File: config.mk
export PLATFORM = sky130hd
export DESIGN_NAME = bc_word_transmitter
export DESIGN_NICKNAME = d
export VERILOG_FILES = /design/src/rtl/bcx_pkg.sv /design/src/rtl/bcx_word_serializer.sv /design/src/rtl/bcx_txn_control.sv /design/src/rtl/bc_word_transmitter.sv
export SDC_FILE = /design/constraint.sdc
export NUM_CORES = 1
export LEC_CHECK = 0
export BUFFER_PORTS_ARGS = -buffer_cell sky130_fd_sc_hd__buf_2
export CAP_MARGIN = 20
export CELL_PAD_IN_SITES_DETAIL_PLACEMENT = 1
export CELL_PAD_IN_SITES_GLOBAL_PLACEMENT = 1
export CORE_AREA = 2 2 90 92
export CTS_CLUSTER_SIZE = 10
export DETAILED_ROUTE_END_ITERATION = 8
export DIE_AREA = 0 0 92 94
export PLACE_DENSITY_LB_ADDON = 0.1
export SETUP_SLACK_MARGIN = 0.15
export SKIP_LAST_GASP = 1
export SLEW_MARGIN = 20
export SYNTH_ARGS = -nofsm -noshare
export SYNTH_HDL_FRONTEND = slang
export SYNTH_HIERARCHICAL = 1
export SYNTH_SLANG_ARGS = --single-unit
File: constraint.sdc
create_clock -name clk -period 3.09 [get_ports clk]
set_input_delay 0.618 -clock clk [delete_from_list [all_inputs] [get_ports clk]]
set_output_delay 0.618 -clock clk [all_outputs]
set_load 0.02 [all_outputs]
File: src/rtl/bcx_pkg.sv
package bcx_pkg;

  // Control-to-datapath strobes: start a command word or a data word
  typedef struct packed {
    logic loadCmd;
    logic loadData;
  } txStrobe_t;

  typedef enum logic [1:0] {
    ST_IDLE = 2'd0,
    ST_SEND = 2'd1,
    ST_WAIT = 2'd2
  } txnState_t;

  localparam int HALF_BITS_PER_WORD = 40;
  localparam int SYNC_HALF_BITS     = 3;

endpackage

File: src/rtl/bcx_word_serializer.sv
module bcx_word_serializer
  import bcx_pkg::*;
#(
  parameter int TICK_DIV = 25
) (
  input  logic        clk,
  input  logic        rstN,
  input  txStrobe_t   strobe,
  input  logic [15:0] cmdWord,
  input  logic [15:0] dataWord,
  output logic        lineOut,
  output logic        wordEnd
);

  localparam int DIV_W = (TICK_DIV > 1) ? $clog2(TICK_DIV) : 1;
  localparam int HB_W  = $clog2(HALF_BITS_PER_WORD);
  localparam logic [DIV_W-1:0] DIV_LAST = DIV_W'(TICK_DIV - 1);
  localparam logic [HB_W-1:0]  HB_LAST  = HB_W'(HALF_BITS_PER_WORD - 1);
  localparam logic [HB_W-1:0]  SYNC_A   = HB_W'(SYNC_HALF_BITS);
  localparam logic [HB_W-1:0]  SYNC_B   = HB_W'(2 * SYNC_HALF_BITS);

  logic             active;
  logic             isCmd;
  logic [15:0]      word;
  logic [HB_W-1:0]  halfCnt;
  logic [DIV_W-1:0] divCnt;
  logic             tickEnd;
  logic [HB_W-1:0]  rel;
  logic             parityBit;
  logic             bitVal;
  logic             level;

  assign tickEnd = (divCnt == DIV_LAST);
  assign wordEnd = active && tickEnd && (halfCnt == HB_LAST);

  always_ff @(posedge clk or negedge rstN) begin
    if (!rstN) begin
      active  <= 1'b0;
      isCmd   <= 1'b0;
      word    <= '0;
      halfCnt <= '0;
      divCnt  <= '0;
    end else if (strobe.loadCmd || strobe.loadData) begin
      active  <= 1'b1;
      isCmd   <= strobe.loadCmd;
      word    <= strobe.loadCmd ? cmdWord : dataWord;
      halfCnt <= '0;
      divCnt  <= '0;
    end else if (active) begin
      if (tickEnd) begin
        divCnt <= '0;
        if (halfCnt == HB_LAST) begin
          active  <= 1'b0;
          halfCnt <= '0;
        end else begin
          halfCnt <= halfCnt + 1'b1;
        end
      end else begin
        divCnt <= divCnt + 1'b1;
      end
    end
  end

  // Half-bit decode: sync, 16 Manchester bits, then parity
  always_comb begin
    rel       = halfCnt - SYNC_B;
    parityBit = ~(^word);
    bitVal    = rel[5] ? parityBit : word[~rel[4:1]];
    if (halfCnt < SYNC_A)      level = isCmd;
    else if (halfCnt < SYNC_B) level = ~isCmd;
    else                       level = bitVal ^ rel[0];
  end

  assign lineOut = active & level;

endmodule

File: src/rtl/bcx_txn_control.sv
module bcx_txn_control
  import bcx_pkg::*;
#(
  parameter int RESP_TIMEOUT = 700
) (
  input  logic       clk,
  input  logic       rstN,
  input  logic       start,
  input  logic       statusRcvd,
  input  logic [4:0] wordCnt,
  input  logic       wordEnd,
  output txStrobe_t  strobe,
  output logic [4:0] dataIdx,
  output logic       busy,
  output logic       done,
  output logic       noResp
);

  localparam int TMR_W = $clog2(RESP_TIMEOUT + 1);
  localparam logic [TMR_W-1:0] TMR_LAST = TMR_W'(RESP_TIMEOUT - 1);

  txnState_t        state;
  logic [5:0]       wordsLeft;
  logic [TMR_W-1:0] timer;

  always_comb begin
    strobe.loadCmd  = (state == ST_IDLE) && start;
    strobe.loadData = (state == ST_SEND) && wordEnd && (wordsLeft != 6'd0);
  end

  assign busy = (state != ST_IDLE);

  always_ff @(posedge clk or negedge rstN) begin
    if (!rstN) begin
      state     <= ST_IDLE;
      wordsLeft <= '0;
      dataIdx   <= '0;
      timer     <= '0;
      done      <= 1'b0;
      noResp    <= 1'b0;
    end else begin
      done <= 1'b0;
      unique case (state)
        ST_IDLE: begin
          if (start) begin
            state     <= ST_SEND;
            wordsLeft <= (wordCnt == 5'd0) ? 6'd32 : {1'b0, wordCnt};
            dataIdx   <= '0;
            noResp    <= 1'b0;
          end
        end
        ST_SEND: begin
          if (wordEnd) begin
            if (wordsLeft != 6'd0) begin
              wordsLeft <= wordsLeft - 1'b1;
              dataIdx   <= dataIdx + 1'b1;
            end else begin
              state <= ST_WAIT;
              timer <= '0;
            end
          end
        end
        ST_WAIT: begin
          if (statusRcvd) begin
            state <= ST_IDLE;
            done  <= 1'b1;
          end else if (timer == TMR_LAST) begin
            state  <= ST_IDLE;
            done   <= 1'b1;
            noResp <= 1'b1;
          end else begin
            timer <= timer + 1'b1;
          end
        end
        default: state <= ST_IDLE;
      endcase
    end
  end

endmodule

File: src/rtl/bc_word_transmitter.sv
module bc_word_transmitter
  import bcx_pkg::*;
#(
  parameter int TICK_DIV     = 25,
  parameter int RESP_TIMEOUT = 700
) (
  input  logic        clk,
  input  logic        rstN,
  input  logic        start,
  input  logic [4:0]  rtAddr,
  input  logic [4:0]  subAddr,
  input  logic [4:0]  wordCnt,
  input  logic [15:0] dataWord,
  output logic [4:0]  dataIdx,
  input  logic        statusRcvd,
  output logic        lineOut,
  output logic        busy,
  output logic        done,
  output logic        noResp
);

  txStrobe_t   strobe;
  logic        wordEnd;
  logic [15:0] cmdWord;

  // Direction bit 0: terminal receives
  assign cmdWord = {rtAddr, 1'b0, subAddr, wordCnt};

  bcx_txn_control #(.RESP_TIMEOUT(RESP_TIMEOUT)) i_ctrl (
    .clk        (clk),
    .rstN       (rstN),
    .start      (start),
    .statusRcvd (statusRcvd),
    .wordCnt    (wordCnt),
    .wordEnd    (wordEnd),
    .strobe     (strobe),
    .dataIdx    (dataIdx),
    .busy       (busy),
    .done       (done),
    .noResp     (noResp)
  );

  bcx_word_serializer #(.TICK_DIV(TICK_DIV)) i_ser (
    .clk      (clk),
    .rstN     (rstN),
    .strobe   (strobe),
    .cmdWord  (cmdWord),
    .dataWord (dataWord),
    .lineOut  (lineOut),
    .wordEnd  (wordEnd)
  );

endmodule

# Yosys cells after proc, flatten, opt, wreduce, memory -nomap -nowiden
# Index checks and enable logic that the tools add are counted.
dict set report totals {
  latch_bits 0
  mem_count 0
  mem_bits_ro 0
  register_bits 54
  out_inout_bits 9
  mem_bits_rw 0
  inputBits 35
  wordCells 103
}
dict set report op_classes {
  n_bitwise 5
  n_addsub 6
  reduce_logical 21
  n_eq_ne 13
  div 0
  shifts 0
  n_lt_le_gt_ge 3
  muxes 44
  n_mul 0
}
# cell n
set op_table {}
lappend op_table {{$mux 6} 8}
lappend op_table {{$mux 10} 4}
lappend op_table {{$mux 5} 6}
lappend op_table {{$pmux 10 s2} 1}
lappend op_table {{$mux 16} 1}
lappend op_table {{$reduce_xor 16->1} 1}
lappend op_table {{$mux 1} 14}
lappend op_table {{$pmux 6 s2} 1}
lappend op_table {{$reduce_and 4->1} 3}
lappend op_table {{$reduce_bool 2->1} 6}
lappend op_table {{$add 10x1->10 const B} 1}
lappend op_table {{$add 5x1->5 const B} 2}
lappend op_table {{$eq 10x10->1 const B} 1}
lappend op_table {{$mux 2} 5}
lappend op_table {{$ne 2x2->1 const B} 5}
lappend op_table {{$pmux 5 s2} 1}
lappend op_table {{$add 6x1->6 const B} 1}
lappend op_table {{$eq 6x6->1 const B} 1}
lappend op_table {{$lt 6x2->1 const B} 1}
lappend op_table {{$lt 6x3->1 const B} 1}
lappend op_table {{$pmux 2 s3} 1}
lappend op_table {{$reduce_bool 6->1} 1}
lappend op_table {{$sub 6x1->6 const B} 1}
lappend op_table {{$sub 6x3->6 const B} 1}
lappend op_table {{other kinds (18)} 24}

# Longest topological paths before layout
dict set report depth {
  depth_word 9
  ltp_mapped 12
  depth_no_buf 10
}

# Hierarchy
# The synthesis kept the hierarchy.
# module seq_area_each_um2 area_per_inst_um2 n_inst cells_per_inst
set modules_own_cells {}
lappend modules_own_cells {bcx_word_serializer 725.7 1901.8 1 208}
lappend modules_own_cells {bcx_txn_control 625.6 1460.2 1 150}
lappend modules_own_cells {bc_word_transmitter 0.0 3.8 1 1}

# Least setup slack after synthesis
# No wires, ideal clock.
dict set report synth_path {
  kind {register to output}
  start {register i_ser.halfCnt[1]}
  end {output lineOut}
  path_slack_ns 0.406
  arrival_ns 2.066
  path_stages_with_launch 9
  path_buffers 1
  t_required_ns 2.472
  cell_sequence {dfrtp_1 ha_1 buf_6 mux2i_1 and3_1 nor4_1 xor2_1 a22oi_1 a21oi_1}
}
dict set report synth_between {
  elab_chain_cells 9
  word_cells_on_any_way 11
  cone_classes {add/sub: 1; order compare: 2; mux: 5; bitwise: 3}
}
# item line
set synth_rtl {}
lappend synth_rtl {{start, declared} bcx_word_serializer.sv:25} ;# logic [HB_W-1:0] halfCnt;
lappend synth_rtl {{start signal, assigned} bcx_word_serializer.sv:56} ;# halfCnt <= halfCnt + 1'b1;
lappend synth_rtl {{$sub 6x3->6} bcx_word_serializer.sv:66} ;# rel = halfCnt - SYNC_B;
lappend synth_rtl {{$not 4->4} bcx_word_serializer.sv:68} ;# bitVal = rel[5] ? parityBit : word[~rel[4:1]];
lappend synth_rtl {{$bmux 1 s4} bcx_word_serializer.sv:68}
lappend synth_rtl {{$mux 1 (not written as such)} bcx_word_serializer.sv:68}
lappend synth_rtl {{$mux 1} bcx_word_serializer.sv:68}
lappend synth_rtl {{$xor 1x1->1} bcx_word_serializer.sv:71} ;# else level = bitVal ^ rel[0];
lappend synth_rtl {{$mux 1} bcx_word_serializer.sv:70} ;# else if (halfCnt < SYNC_B) level = ~isCmd;
lappend synth_rtl {{$mux 1 *} bcx_word_serializer.sv:69} ;# if (halfCnt < SYNC_A) level = isCmd;
lappend synth_rtl {{$and 1x1->1 *} bcx_word_serializer.sv:74} ;# assign lineOut = active & level;
lappend synth_rtl {{end, declared} bc_word_transmitter.sv:16} ;# output logic lineOut,
# Every way passes the cells marked *; elsewhere a longest branch is shown, timed or not. The select of a mux whose other input is x is not followed.

# Worst setup path after layout
# Same ends and word-level chain as after synthesis.

==> flow_metrics.tcl <==
set metrics [dict create \
    drt_pass1_iterations 4 \
    r2r-start "i_ser/halfCnt[1]" \
    syn_area_sq_um 3370 \
    maxSlewViolCount 0 \
    r2r_setup_slack_ps 450 \
    drt_wl_total_microns 9090 \
    number_of_inserted_filler_cells_in_the_final_layout 895 \
    clkTransAtPathRegs_ps 100 \
    finalSetupViolations 0 \
    yosys.area.top_type_share 0.401 \
    drive_gt1_frac 0.227 \
    routed_via_density 5.59 \
    antenna_cells_inserted 0 \
    ys_seq_elements 54 \
    setup-tns-final_ps 0 \
    cell_at_the_root_of_the_clock_tree "sky130_fd_sc_hd__clkbuf_8" \
    cts_max_path_buffers 2 \
    syn-num-nets 402 \
    worstSkewPairLatency_ps 310 \
    crit_start "i_ser/halfCnt[1]" \
    stage_delay_of_the_slowest_cell_on_the_critical_path_ps 430 \
    share_clk_of_total_power 0.182 \
    cp_cell_sequence "ha_4, buf_6, mux2i_1, and3_1, nor4_4, xor2_1, a22oi_1, a21oi_1, buf_4" \
    antenna_found_initial 0 \
    worstPathArrival_ps 2440 \
    numPortBuffers 43 \
    reg2reg_to "i_ser/word[1]" \
    post_synth.cell_area_avg_sq_um 9.38 \
    grt_first_pass_wirelength_microns 14800 \
    rows 32 \
    synth-edff-count 0 \
    tritoncts_num_sinks 54 \
    coreArea_sq_um 7610 \
    yosys-top-cells-area "sky130_fd_sc_hd__dfrtp_1 (40%), sky130_fd_sc_hd__mux2i_1 (7.4%), sky130_fd_sc_hd__nand2_1 (4.3%)" \
    grt_remaining_overflow 0 \
    grt_pass1_vias 2962 \
    hold_viol_final 0 \
    ys_seq_area_frac 0.401 \
    internal-power_w 0.00172 \
    switching_share 0.370 \
    clock.fmax_mhz 327 \
    drt_first_iter_violations 114 \
    finClkSkew_ps 5.88 \
    antenna_violating_nets_post_route 0 \
    synth.most_common_cell "sky130_fd_sc_hd__dfrtp_1" \
    irDropWorstVdd_mv 0.313 \
    detailed_place_hpwl_microns 5870 \
    synth_cell_type_count 56 \
    combPwrFrac 0.421 \
    result_of_the_run "finished clean" \
    fp.dieH_microns 94 \
    ioPinCount 44 \
    setup_repair_after_global_routing_missed_its_margin "yes" \
    yosysWarningCount 6 \
    p_leak_nw 1.81 \
    drcViolationCount 0 \
    worst-setup-path-type "register to output pin" \
    post_route_insts_no_fill 503 \
    grt_max_degree 55 \
    fin_nets 444 \
    finalWeightedCongestion 0.823 \
    max_cap_viol_count 0 \
    post-route-worst-setup-slack_ps 32.5 \
    fp.dieArea_sq_um 8650 \
    vias 2812 \
    p_seq_frac 0.397 \
    htree_levels 2 \
    worst_path_max_delay_cell "sky130_fd_sc_hd__dfrtp_1" \
    start_util 0.442 \
    dpl_cell_area_sq_um 3660 \
    placed_cells_incl_taps 490 \
    holdWs_ps 416 \
    synthToLayoutAreaGrowth_pct 17.5 \
    routed_wire_length_per_instance_microns 18.1 \
    design_area_sq_um 3960 \
    netlist_instances 359 \
    preCtsSetupSlack_ps 169 \
    tritoncts "done" \
    startpoint_kind_of_the_worst_setup_timing_path "register" \
    tritoncts_buffers 5 \
    final.period_utilization 0.989 \
    synth_top_cells_by_count "sky130_fd_sc_hd__dfrtp_1 (54), sky130_fd_sc_hd__nand2_1 (39), sky130_fd_sc_hd__o21ai_0 (27)" \
    crit_path_max_fanout 7 \
    synthFlopType "sky130_fd_sc_hd__dfrtp_1" \
    synth_async_sr_flop_share 1.00 \
    power_density_nw_per_um2 689 \
    max_slew.worst_pin.slew_ps 720 \
    crit_required_ps 2470 \
    timing.reg2reg.worst_path_depth 9 \
    grt.total_usage 0.217 \
    slew_headroom 0.520 \
    die_width_microns 92 \
    worstHoldPathType "input pin to async pin" \
    netlist.top_cell.by_area "sky130_fd_sc_hd__dfrtp_1" \
    netSwitchingPower_w 0.00101 \
    finalWorstPathRequiredPeriod_ps 3060 \
    critical_path.endpoint_type "output pin" \
]
[kinds of logic after synthesis]
logic type      count (synthesis)  share of synthesized area
buf+inv                        33                     0.0483
flops                          54                      0.401
mux                            27                     0.0810
simple gates                  136                      0.216
xor+xnor                       24                     0.0665
other cells                     1                    0.00111
compound gates                 76                      0.156
fa+ha+maj                       8                     0.0297
[stage by stage]
step | utilization | total power, W
final | 0.520 | 0.00273
after floorplan | - | 0.00179
after detailed placement | 0.482 | 0.00204
after CTS | 0.510 | 0.00265
after global placement | 0.482 | 0.00200
after global routing | 0.520 | 0.00292
[routing by layer]
layer  wire, microns  global-route usage
met3             262              0.0329
met2            4650               0.369
met5               0                   0
met4             107              0.0672
met1            4070               0.286
[power groups by stage]
stage	clock, W	sequential [W]	combinational [W]
after CTS	0.000522	0.00107	0.00105
after global placement	0	0.00107	0.000930
final	0.000495	0.00108	0.00115
after floorplan	0	0.00103	0.000760
after global routing	0.000540	0.00111	0.00126
after detailed placement	0	0.00107	0.000963
[final cells by class]
cell class	instances	area [sq um]	area share
Clock inverter	1	30.0	0.00759
Inverter	10	37.5	0.00949
Clock buffer	6	82.6	0.0209
Multi-Input combinational cell	272	1970	0.498
Tap cell	102	128	0.0323
Sequential cell	54	1350	0.342
Timing Repair Buffer	58	354	0.0895
[cell usage in the layout (no fill, tap or decap), types with 3 or more instances in the layout]
master,Yosys,layout
sky130_fd_sc_hd__a221o_1,3,3
sky130_fd_sc_hd__xnor2_1,13,12
sky130_fd_sc_hd__inv_1,10,10
sky130_fd_sc_hd__o21ai_0,27,27
sky130_fd_sc_hd__nor2b_1,3,3
sky130_fd_sc_hd__a2111oi_4,0,3
sky130_fd_sc_hd__or3_1,5,5
sky130_fd_sc_hd__clkbuf_8,0,6
sky130_fd_sc_hd__buf_4,2,13
sky130_fd_sc_hd__or2_2,4,4
sky130_fd_sc_hd__and2b_2,4,4
sky130_fd_sc_hd__ha_1,8,7
sky130_fd_sc_hd__a21o_1,3,3
sky130_fd_sc_hd__nand2b_1,4,4
sky130_fd_sc_hd__buf_2,6,42
sky130_fd_sc_hd__xor2_1,10,9
sky130_fd_sc_hd__dfrtp_1,54,53
sky130_fd_sc_hd__nor3b_1,6,6
sky130_fd_sc_hd__a22o_1,4,4
sky130_fd_sc_hd__a21oi_1,12,12
sky130_fd_sc_hd__nand4_1,8,8
sky130_fd_sc_hd__mux2i_1,25,25
sky130_fd_sc_hd__nor3_1,7,7
sky130_fd_sc_hd__a211o_1,5,5
sky130_fd_sc_hd__and3_1,9,9
sky130_fd_sc_hd__o211ai_1,3,3
sky130_fd_sc_hd__nor2_1,22,22
sky130_fd_sc_hd__nand3_1,9,9
sky130_fd_sc_hd__nand2_1,39,39
[state kept, by name, summed over array words and instances (netlist names)]
signal	cells
i_ser/halfCnt	6
i_ctrl/wordsLeft	6
i_ctrl/timer	10
i_ctrl/dataIdx	5
i_ser/divCnt	5
i_ser/active	1
i_ser/word	16
i_ser/isCmd	1
i_ctrl/noResp	1
i_ctrl/done	1
i_ctrl/state	2
[how the worst max path moves through the flow]
stage	depth (start not counted)	slack, ps	endpoint
4_1_cts	9	100	lineOut
3_5_place_dp	8	170	lineOut
2_1_floorplan	8	410	lineOut
5_1_grt	9	-130	lineOut
6_report	9	30	lineOut
3_3_place_gp	8	290	lineOut
[worst max-delay path: cells and delay by family, from the launching register on]
kind,cells,cell delay [ps]
DFF,1,430
AOI/OAI and AO/OA,2,260
muxes,1,130
buffers and inverters,2,280
and+or+nand+nor,2,540
xor gates and xnor gates,1,190
adders and majority gates,1,290
[repair_timing]
action | CTS | global route
endpoints found under the hold margin | 0 | 0
setup endpoints to repair | 1 | 1
pin swaps | 5 | 7
buffers inserted | 2 | 4
gates resized for setup | 19 | 7
cloned | 0 | 0
hold buffers | 0 | 0
No activity file was read; power rests on OpenSTA's default activity.
